`src/rtl/wrb_pkg.sv`:
```
package wrb_pkg;
    typedef enum logic [1:0] {
        ACC_NONE = 2'd0,
        ACC_WLO  = 2'd1,
        ACC_WHI  = 2'd2,
        ACC_BYTE = 2'd3
    } acc_kind_e;
endpackage

```
`src/rtl/wrb_decode.sv`:
```
module wrb_decode
    import wrb_pkg::*;
#(
    parameter int ADDR_W   = 4,
    parameter int NUM_WIDE = 3,
    parameter int NUM_BYTE = 2,
    parameter int IDX_W    = 2
) (
    input  logic [ADDR_W-1:0] addr,
    output acc_kind_e         kind,
    output logic [IDX_W-1:0]  idx
);
    localparam int unsigned WIDE_END = 2 * NUM_WIDE;
    localparam int unsigned BYTE_END = WIDE_END + NUM_BYTE;

    logic [31:0] a_val;

    always_comb begin
        a_val = {{(32-ADDR_W){1'b0}}, addr};
        kind  = ACC_NONE;
        idx   = '0;
        if (a_val < WIDE_END) begin
            kind = addr[0] ? ACC_WHI : ACC_WLO;
            idx  = IDX_W'(a_val >> 1);
        end else if (a_val < BYTE_END) begin
            kind = ACC_BYTE;
            idx  = IDX_W'(a_val - WIDE_END);
        end
    end
endmodule

```
`src/rtl/wrb_wide_bank.sv`:
```
module wrb_wide_bank #(
    parameter int NUM_WIDE = 3,
    parameter int IDX_W    = 2
) (
    input  logic                    clk,
    input  logic                    rst_n,
    input  logic                    commit,
    input  logic [IDX_W-1:0]        idx,
    input  logic [7:0]              hold_hi,
    input  logic [7:0]              new_lo,
    output logic [NUM_WIDE*16-1:0]  wide_q
);
    for (genvar k = 0; k < NUM_WIDE; k++) begin : g_slot
        logic [15:0] val_d, val_q;
        logic        hit;

        always_comb begin
            hit   = commit && (idx == IDX_W'(k));
            val_d = val_q;
            if (hit) begin
                val_d = {hold_hi, new_lo};
            end
        end

        always_ff @(posedge clk) begin
            if (!rst_n) val_q <= '0;
            else        val_q <= val_d;
        end

        assign wide_q[k*16 +: 16] = val_q;


        commit_pair_chk: assert property (@(posedge clk) disable iff (!rst_n)
            (commit && idx == IDX_W'(k)) |=> (val_q == {$past(hold_hi), $past(new_lo)}));
    end
endmodule

```
`src/rtl/wrb_byte_bank.sv`:
```
module wrb_byte_bank #(
    parameter int NUM_BYTE = 2,
    parameter int IDX_W    = 2
) (
    input  logic                   clk,
    input  logic                   rst_n,
    input  logic                   we,
    input  logic [IDX_W-1:0]       idx,
    input  logic [7:0]             wdata,
    output logic [7:0]             rd_sel,
    output logic [NUM_BYTE*8-1:0]  byte_q
);
    for (genvar j = 0; j < NUM_BYTE; j++) begin : g_reg
        logic [7:0] val_d, val_q;

        always_comb begin
            val_d = val_q;
            if (we && idx == IDX_W'(j)) begin
                val_d = wdata;
            end
        end

        always_ff @(posedge clk) begin
            if (!rst_n) val_q <= '0;
            else        val_q <= val_d;
        end

        assign byte_q[j*8 +: 8] = val_q;
    end

    always_comb begin
        rd_sel = '0;
        for (int j = 0; j < NUM_BYTE; j++) begin
            if (idx == IDX_W'(j)) rd_sel = byte_q[j*8 +: 8];
        end
    end
endmodule

```
`src/rtl/wide_reg_bridge.sv`:
```
module wide_reg_bridge
    import wrb_pkg::*;
#(
    parameter int ADDR_W   = 4,
    parameter int NUM_WIDE = 3,
    parameter int NUM_BYTE = 2
) (
    input  logic                   clk,
    input  logic                   rst_n,
    input  logic [ADDR_W-1:0]      addr,
    input  logic [7:0]             wr_data,
    input  logic                   wr_en,
    input  logic                   rd_en,
    output logic [7:0]             rd_data,
    output logic [NUM_WIDE*16-1:0] wide_q,
    input  logic [NUM_WIDE*16-1:0] live_in,
    output logic [NUM_BYTE*8-1:0]  byte_q
);
    localparam int MAX_CNT = (NUM_WIDE > NUM_BYTE) ? NUM_WIDE : NUM_BYTE;
    localparam int IDX_W   = (MAX_CNT > 1) ? $clog2(MAX_CNT) : 1;

    typedef struct packed {
        logic [7:0] hold;
        logic [7:0] rdata;
    } state_t;

    state_t          st_d, st_q;
    acc_kind_e       kind;
    logic [IDX_W-1:0] idx;
    logic [15:0]     live_sel;
    logic [7:0]      byte_rd;
    logic            commit;
    logic            byte_we;

    wrb_decode #(
        .ADDR_W  (ADDR_W),
        .NUM_WIDE(NUM_WIDE),
        .NUM_BYTE(NUM_BYTE),
        .IDX_W   (IDX_W)
    ) u_decode (
        .addr(addr),
        .kind(kind),
        .idx (idx)
    );

    always_comb begin
        live_sel = '0;
        for (int k = 0; k < NUM_WIDE; k++) begin
            if (idx == IDX_W'(k)) live_sel = live_in[k*16 +: 16];
        end
    end

    assign commit  = wr_en && (kind == ACC_WLO);
    assign byte_we = wr_en && (kind == ACC_BYTE);

    wrb_wide_bank #(
        .NUM_WIDE(NUM_WIDE),
        .IDX_W   (IDX_W)
    ) u_wide (
        .clk    (clk),
        .rst_n  (rst_n),
        .commit (commit),
        .idx    (idx),
        .hold_hi(st_q.hold),
        .new_lo (wr_data),
        .wide_q (wide_q)
    );

    wrb_byte_bank #(
        .NUM_BYTE(NUM_BYTE),
        .IDX_W   (IDX_W)
    ) u_bytes (
        .clk   (clk),
        .rst_n (rst_n),
        .we    (byte_we),
        .idx   (idx),
        .wdata (wr_data),
        .rd_sel(byte_rd),
        .byte_q(byte_q)
    );

    always_comb begin
        st_d       = st_q;
        st_d.rdata = '0;
        if (wr_en) begin
            if (kind == ACC_WHI) st_d.hold = wr_data;
        end else if (rd_en) begin
            unique case (kind)
                ACC_WLO: begin
                    st_d.rdata = live_sel[7:0];
                    st_d.hold  = live_sel[15:8];
                end
                ACC_WHI:  st_d.rdata = st_q.hold;
                ACC_BYTE: st_d.rdata = byte_rd;
                default:  st_d.rdata = '0;
            endcase
        end
    end

    always_ff @(posedge clk) begin
        if (!rst_n) st_q <= '0;
        else        st_q <= st_d;
    end

    assign rd_data = st_q.rdata;


    hi_write_hold_chk: assert property (@(posedge clk) disable iff (!rst_n)
        (wr_en && kind == ACC_WHI) |=> $stable(wide_q));


    lo_read_capture_chk: assert property (@(posedge clk) disable iff (!rst_n)
        (rd_en && !wr_en && kind == ACC_WLO) |=> (st_q.hold == $past(live_sel[15:8])));


    hi_read_chk: assert property (@(posedge clk) disable iff (!rst_n)
        (rd_en && !wr_en && kind == ACC_WHI) |=> (rd_data == $past(st_q.hold)));


    byte_hold_keep_chk: assert property (@(posedge clk) disable iff (!rst_n)
        ((wr_en || rd_en) && kind == ACC_BYTE) |=> $stable(st_q.hold));


    unmapped_write_chk: assert property (@(posedge clk) disable iff (!rst_n)
        (wr_en && kind == ACC_NONE) |=> ($stable(wide_q) && $stable(byte_q)));


    idle_rdata_chk: assert property (@(posedge clk) disable iff (!rst_n)
        !rd_en |=> (rd_data == 8'h00));
endmodule

```
`config.mk`:
```
export PLATFORM = sky130hd
export DESIGN_NAME = wide_reg_bridge
export DESIGN_NICKNAME = d
export VERILOG_FILES = /design/src/rtl/wrb_pkg.sv /design/src/rtl/wrb_decode.sv /design/src/rtl/wrb_wide_bank.sv /design/src/rtl/wrb_byte_bank.sv /design/src/rtl/wide_reg_bridge.sv
export SDC_FILE = /design/constraint.sdc
export NUM_CORES = 1
export LEC_CHECK = 0
export CELL_PAD_IN_SITES_DETAIL_PLACEMENT = 1
export CELL_PAD_IN_SITES_GLOBAL_PLACEMENT = 2
export CORE_MARGIN = 2
export CORE_UTILIZATION = 27
export DETAILED_ROUTE_END_ITERATION = 16
export PLACE_DENSITY = 0.83
export SKIP_CTS_REPAIR_TIMING = 1
export SYNTH_ARGS = -nofsm -noshare
export SYNTH_HDL_FRONTEND = slang
export SYNTH_SLANG_ARGS = --single-unit
```
`constraint.sdc`:
```
create_clock -name clk -period 3.4 [get_ports clk]
set_input_delay 0.34 -clock clk [delete_from_list [all_inputs] [get_ports clk]]
set_output_delay 0.34 -clock clk [all_outputs]
set_load 0.05 [all_outputs]
```
==> metrics.csv, run 1 <==
stage,metric,value,unit
layout,# diodes,0,
critical_path,R2R setup slack,2.43,ns
yosys,syn nets,450,
yosys,synth top area cells,"dfxtp_1, mux2i_1, nand2_1",
detailed_routing,WL/cell,18.8,um
pwr,VDD IR-drop max,0.205,mV
critical_path,Critical path destination,u_wide.g_slot[2].val_q[9]$_SDFFE_PN0P_,
timing,RSZ-0062 raised after global routing,false,
cts,Root Buffer,clkbuf_16,
timing,final setup fails,0,
layout,Final #Nets,567,
die,core area,0.0127,sq mm
yosys,area fraction of the dominant cell type after synthesis,45.1,%
critical_path,Critical path origin,addr[2],
global_routing,Global Route Usage Sum,18.4,%
pwr,part of the power in registers,45.6,%
critical_path,RR Endpoint,rd_data[7]$_SDFF_PP0_,
global_routing,initial antenna violation count,0,
layout,register area,0.00160,sq mm
global_routing,vias in the first global route,3490,
detailed_routing,DRC,0,
critical_path,required time of the critical path,3.64,ns
die,Die Ht,119,um
detailed_routing,DRT antenna net count,0,
pwr,switch share,24.6,%
yosys,compound-cell area share of the yosys netlist,20.4,%
detailed_routing,Initial DRC Count,102,
critical_path,worst r2r src,st_q[15]$_SDFFE_PN0P_,
layout,area of the multi-input gates,0.00176,sq mm
layout,Fillers,1506,
timing,Max Freq,417,MHz
cts,clk_lat worst skew,0.33,ns
flow_run,max cap viols,0,
critical_path,CP arrival,2.64,ns
global_routing,M2 GR Usage,29.3,%
placement,post-DP HPWL,9310,um
placement,count of input and output buffers,135,
yosys,Yosys warnings,0,
cts,clk buf depth,2,
die,Die ar.,0.0141,sq mm
detailed_routing,First-pass DRT Iterations,4,
timing,Worst slew margin,45.9,%
global_routing,met1 usage,23.7,%
yosys,Synth Area in Adders,0,%
layout,fraction of final layout cells sized beyond drive strength 1,5.52,%
timing,Worst Skew,0.00423,ns
critical_path,CP Capture Type,register,
timing,endpoints failing hold,0,
status,status,completed,
critical_path,R2R cell count,2,
yosys,Synth Area in Simple Gates,18.0,%
cts,CTS tree,done,
layout,"commonest non-fill, non-tap cell in the layout",clkdlybuf4s50_1,
global_routing,first-pass GRT wire length,20100,um
pwr,leakage,1.92,nW
die,number of placed I/O pins,136,
timing,final period utilization,70.6,%
timing,"Slew Viols, Final",0,
pwr,Logic pwr share,12.4,%
die,FP Rows,41,
cts,total CTS buffers,9,
pwr,Cell Int Power,1.61,mW
yosys,synthesis-stage register bit count,80,
detailed_routing,vias after detailed routing,3249,
min_path,class of the worst hold path,reg2reg,
yosys,Synth Area in XOR/XNOR,0,%
pwr,power consumption,2.13,mW
yosys,Synth cell types,30,
cts,Worst-path clk slew,0.06,ns
pwr,pwr dens,407,mW/mm^2
critical_path,Crit Path Category,in2reg,
timing,crit path time final,2.40,ns
die,die width,119,um
critical_path,Critical Path Start Type,input pin,
global_routing,met3 GRT Util,4.34,%
detailed_routing,"wirelength, routed",12800,um
layout,area grow syn2layout,47.6,%
yosys,multiplexer share of the synthesized area,11.3,%
global_routing,pin count of the biggest net entering global routing,44,
detailed_routing,routed vias/inst,4.78,
die,initial core utilization,27.9,%
timing,Post-Route Setup TNS,0,ns
global_routing,GRT busiest layer,met2,
pwr,power share of the clock group,42.0,%
critical_path,CP max FO,17,
layout,most frequent cells in the layout,"clkdlybuf4s50_1, dfxtp_1, nand2_1",
timing,worst slew pin tran,0.811,ns
yosys,sequential area share after synthesis,45.1,%
yosys,syn avg cell area,9.21,sq um
yosys,Synth area leader,dfxtp_1,
cts,CTS Sinks,80,
pwr,Net Switching,524,uW
yosys,Synth Cell Area,0.00355,sq mm
placement,GP Congestion,0.794,
yosys,Post-Syn Instances,386,
yosys,largest family of logic cells by synthesized area,compound AO/OA/AOI/OAI gates,
global_routing,total gr overflow,0,
cts,htree depth,3,
-- synthesized netlist by cell type --
cell,count
dfxtp_1,80
nand2_1,77
mux2i_1,40
nor2b_1,33
a21boi_0,32
a22oi_1,16
o21ai_0,14
clkbuf_1,13
buf_2,10
buf_4,9
nor2_1,9
a21oi_1,8
a31oi_1,8
a32o_1,8
o32ai_1,8
nand3b_1,3
clkbuf_2,2
nand2b_1,2
nand3_1,2
o21ai_1,2
a21oi_2,1
a221oi_4,1
and2_0,1
and2_1,1
buf_6,1
nor2_4,1
nor3_4,1
nor3b_2,1
o21ba_2,1
or3b_4,1
-- worst max-delay path, stage by stage --
cell and delay (ns):
clkdlybuf4s50_1 0.47, buf_4 0.23, nor2b_1 0.64, and2_1 0.62
nand2_1 0.13, a21boi_0 0.20
-- per-stage QoR --
stage | hold WS [ns] | utilization (%) | setup slack (ns) | std cells | instance area (sq um)
global placement | 0.457 | 39.1 | 0.821 | 664 | 4970
CTS | 0.475 | 41.2 | 0.971 | 679 | 5250
global route | 0.500 | 41.2 | 0.784 | 679 | 5250
floorplan | 0.475 | - | 1.90 | 386 | 3550
detailed placement | 0.465 | 39.1 | 0.689 | 664 | 4970
finish | 0.472 | 41.2 | 1.00 | 679 | 5250
-- cell type report --
cell class              count  area share, %
clock inverters             3          0.334
repair buffers            141           26.5
clock buffers              12           4.89
multi-input cells         271           33.6
well taps                 172           4.10
flip-flops and latches     80           30.5
-- power groups by stage --
stage / logic [mW] / registers, mW / clock network (mW)
final: 0.264 / 0.973 / 0.896
after global routing: 0.285 / 0.974 / 0.956
after CTS: 0.267 / 0.973 / 0.917
after detailed placement: 0.265 / 0.994 / 0
after global placement: 0.259 / 0.993 / 0
after floorplan: 0.112 / 1.01 / 0
-- sequential cells by signal, indices dropped and copies added (netlist names) --
name / flops
u_bytes.g.val_q: 16
u_wide.g_slot.val_q: 48
rd_data: 8
st_q: 8
-- routing by layer --
| metal | vias up | wire length [um] | share of wire (%) |
|---|---|---|---|
| li1 | 1573 | - | - |
| met3 | 9 | 819 | 6.4 |
| met5 | - | 0 | 0 |
| met4 | 0 | 173 | 1.4 |
| met2 | 121 | 5910 | 46 |
| met1 | 1546 | 5880 | 46 |
-- how the worst min path moves through the flow --
stage | startpoint | to | slack (ns) | cells past startpoint
floorplan | st_q[15]$_SDFFE_PN0P_ | u_wide.g_slot[0].val_q[15]$_SDFFE_PN0P_ | 0.48 | 2
global placement | u_wide.g_slot[2].val_q[3]$_SDFFE_PN0P_ | u_wide.g_slot[2].val_q[3]$_SDFFE_PN0P_ | 0.46 | 2
detailed placement | u_wide.g_slot[2].val_q[2]$_SDFFE_PN0P_ | u_wide.g_slot[2].val_q[2]$_SDFFE_PN0P_ | 0.46 | 2
CTS | u_wide.g_slot[2].val_q[6]$_SDFFE_PN0P_ | u_wide.g_slot[2].val_q[6]$_SDFFE_PN0P_ | 0.48 | 2
global route | u_wide.g_slot[2].val_q[6]$_SDFFE_PN0P_ | u_wide.g_slot[2].val_q[6]$_SDFFE_PN0P_ | 0.50 | 2
finish | u_wide.g_slot[2].val_q[6]$_SDFFE_PN0P_ | u_wide.g_slot[2].val_q[6]$_SDFFE_PN0P_ | 0.47 | 2
-- cell families after synthesis --
logic type             Yosys count
AO/OA/AOI/OAI                   99
buffers and inverters           35
flip-flops                      80
multiplexers                    40
AND/OR/NAND/NOR                132
Note: power is estimated with default switching activity, not from simulation.
==> run 2: changes to the inputs <==
- CORE_UTILIZATION: 27 -> 25
- PLACE_DENSITY: 0.83 -> 0.77
- clock period: 3.4 -> 2.3 ns (I/O delays scaled with it)
==> run 2 against run 1 <==
  * Design area grew 2.2%
  * Non-clock buffer count grew 8
  * Sequential power grew 48%
==> metrics.csv, run 2 (synthesis gave the netlist of run 1 again) <==
stage,metric,value,unit,change
pwr,VDD IR-drop max,0.365,mV,was 0.205 mV
placement,pre-CTS setup slack,0.0510,ns,was 0.689 ns
die,die width,123,um,was 119 um
layout,Final #Nets,575,,was 567
layout,"Design Area, Final",0.00536,sq mm,was 0.00525 sq mm
critical_path,Slowest Stage Delay on Critical Path,0.57,ns,was 0.64 ns
timing,"Slew Viols, Final",0,,unchanged
timing,Max Freq,522,MHz,
global_routing,initial antenna violation count,0,,unchanged
cts,Root Buffer,clkbuf_16,,unchanged
detailed_routing,DRC,0,,unchanged
detailed_routing,"wirelength, routed",13000,um,was 12800 um
cts,CTS Sinks,80,,unchanged
critical_path,buffer and inverter count on the worst path,1,,was 2
detailed_routing,routed vias/inst,4.70,,was 4.78
cts,Worst-path clk slew,0.06,ns,about the same
critical_path,Critical path destination,st_q[12]$_SDFFE_PN0P_,,was u_wide.g_slot[2].val_q[9]$_SDFFE_PN0P_
layout,area grow syn2layout,51.0,%,was 47.6%
critical_path,"delay-heaviest family, CP",compound AO/OA/AOI/OAI gates,,was simple AND/OR/NAND/NOR gates
timing,fin worst setup slack,0.384,ns,was 1.00 ns
die,Die ar.,0.0152,sq mm,was 0.0141 sq mm
global_routing,vias in the first global route,3594,,was 3490
timing,worst slew pin tran,0.619,ns,was 0.811 ns
placement,count of input and output buffers,135,,unchanged
flow_run,max cap viols,0,,unchanged
cts,total CTS buffers,9,,unchanged
timing,final setup fails,0,,unchanged
critical_path,CP max stage cell,a221oi_4,,was nor2b_1
die,number of placed I/O pins,136,,unchanged
critical_path,Crit Path Category,in2reg,,unchanged
critical_path,ordered list of cells on the worst path,clkdlybuf4s50_1 -> or3b_4 -> a221oi_4 -> o21ai_0 -> a31oi_1,,was clkdlybuf4s50_1 -> buf_4 -> nor2b_1 -> and2_1 -> nand2_1 -> a21boi_0
layout,"commonest non-fill, non-tap cell in the layout",clkdlybuf4s50_1,,unchanged
global_routing,pin count of the biggest net entering global routing,45,,was 44
layout,most frequent cells in the layout,"clkdlybuf4s50_1, dfxtp_1, nand2_1",,unchanged
timing,RSZ-0062 raised after global routing,false,,unchanged
die,core area,0.0139,sq mm,was 0.0127 sq mm
pwr,leakage,1.98,nW,was 1.92 nW
cts,htree depth,3,,unchanged
global_routing,first-pass GRT wire length,19600,um,was 20100 um
layout,max reg flops,48,,unchanged
layout,most flop-heavy register,u_wide.g_slot.val_q,,unchanged
critical_path,R2R cell count,2,,unchanged
placement,post-DP HPWL,9340,um,was 9310 um
cts,CTS tree,done,,unchanged
layout,Final Util,38.6,%,was 41.2%
layout,fraction of final layout cells sized beyond drive strength 1,7.36,%,was 5.52%
detailed_routing,DRT antenna net count,0,,unchanged
min_path,class of the worst hold path,in2reg,,was reg2reg
critical_path,Critical Path Start Type,input pin,,unchanged
global_routing,total gr overflow,0,,unchanged
pwr,pwr dens,630,mW/mm^2,was 407 mW/mm^2
timing,endpoints failing hold,0,,unchanged
critical_path,Critical path origin,addr[0],,was addr[2]
placement,DP Area,0.00504,sq mm,was 0.00497 sq mm
detailed_routing,Initial DRC Count,105,,was 102
critical_path,worst r2r src,st_q[12]$_SDFFE_PN0P_,,was st_q[15]$_SDFFE_PN0P_
min_path,WHS Path Cells,3,,was 2
critical_path,Levels on crit path,5,,was 6
timing,crit path time final,1.92,ns,
layout,largest registers,"u_wide.g_slot.val_q x48, u_bytes.g.val_q x16",,unchanged
critical_path,RR Endpoint,st_q[12]$_SDFFE_PN0P_,,was rd_data[7]$_SDFF_PP0_
status,status,completed,,unchanged
die,initial core utilization,25.6,%,was 27.9%
critical_path,CP max FO,16,,was 17
detailed_routing,WL/cell,18.7,um,was 18.8 um
timing,Worst slew margin,58.8,%,was 45.9%
cts,clk buf depth,2,,unchanged
global_routing,Global Route Usage Sum,17.3,%,was 18.4%
timing,Post-Route Setup TNS,0,ns,unchanged
critical_path,R2R setup slack,1.28,ns,was 2.43 ns
pwr,power consumption,3.38,mW,was 2.13 mW
critical_path,CP Capture Type,register,,unchanged
timing,Worst Skew,0.00301,ns,was 0.00423 ns
detailed_routing,First-pass DRT Iterations,4,,unchanged
critical_path,CP arrival,2.17,ns,was 2.64 ns
detailed_routing,vias after detailed routing,3271,,was 3249
cts,clk_lat worst skew,0.33,ns,about the same
die,Die Ht,123,um,was 119 um
layout,# diodes,0,,unchanged
timing,final period utilization,83.3,%,
placement,GP Congestion,0.743,,was 0.794
critical_path,required time of the critical path,2.56,ns,was 3.64 ns
die,FP Rows,43,,was 41
-- run 2: cell type report --
class / instances / area, sq um
Fill cell: 1585 / 8520
Multi-Input combinational cell: 271 / 1760
Sequential cell: 80 / 1600
Timing Repair Buffer: 149 / 1450
Clock buffer: 10 / 239
Tap cell: 180 / 225
Clock inverter: 6 / 82.6
-- run 2: worst min path at each step --
stage                                                  from  slack, ns                                 endpoint
floorplan                                        wr_data[0]       0.37   u_wide.g_slot[2].val_q[0]$_SDFFE_PN0P_
global placement     u_wide.g_slot[2].val_q[9]$_SDFFE_PN0P_       0.45   u_wide.g_slot[2].val_q[9]$_SDFFE_PN0P_
detailed placement  u_wide.g_slot[2].val_q[12]$_SDFFE_PN0P_       0.46  u_wide.g_slot[2].val_q[12]$_SDFFE_PN0P_
CTS                                                   rst_n       0.39   u_wide.g_slot[2].val_q[4]$_SDFFE_PN0P_
global route                                          rst_n       0.43   u_wide.g_slot[2].val_q[6]$_SDFFE_PN0P_
finish                                                rst_n       0.38                    st_q[15]$_SDFFE_PN0P_
-- run 2: metrics by stage --
step	hold WS, ns	instances
3_5_place_dp	0.464	680
4_1_cts	0.388	696
2_1_floorplan	0.375	386
3_3_place_gp	0.451	680
6_report	0.382	696
5_1_grt	0.428	696
-- run 2: routing by layer --
layer / vias to the layer above / wire [um] / GRT usage [%] / part of all wire [%]
met1: 1541 / 5660 / 21.4 / 44
met5: - / 0 / 0 / 0
li1: 1598 / - / - / -
met4: 0 / 317 / 7.24 / 2.4
met2: 113 / 5980 / 27.9 / 46
met3: 19 / 1030 / 5.12 / 7.9
-- run 2: tightest hold or removal path: cells and delay by family --
kind	cells	cell delay, ns
AO/OA/AOI/OAI	2	0.18
buffers and inverters	1	0.25
-- run 2: report_power, final --
group	internal [mW]	switching [mW]
logic	0.197	0.203
clock network	0.974	0.568
registers	1.41	0.0302
total	2.58	0.801
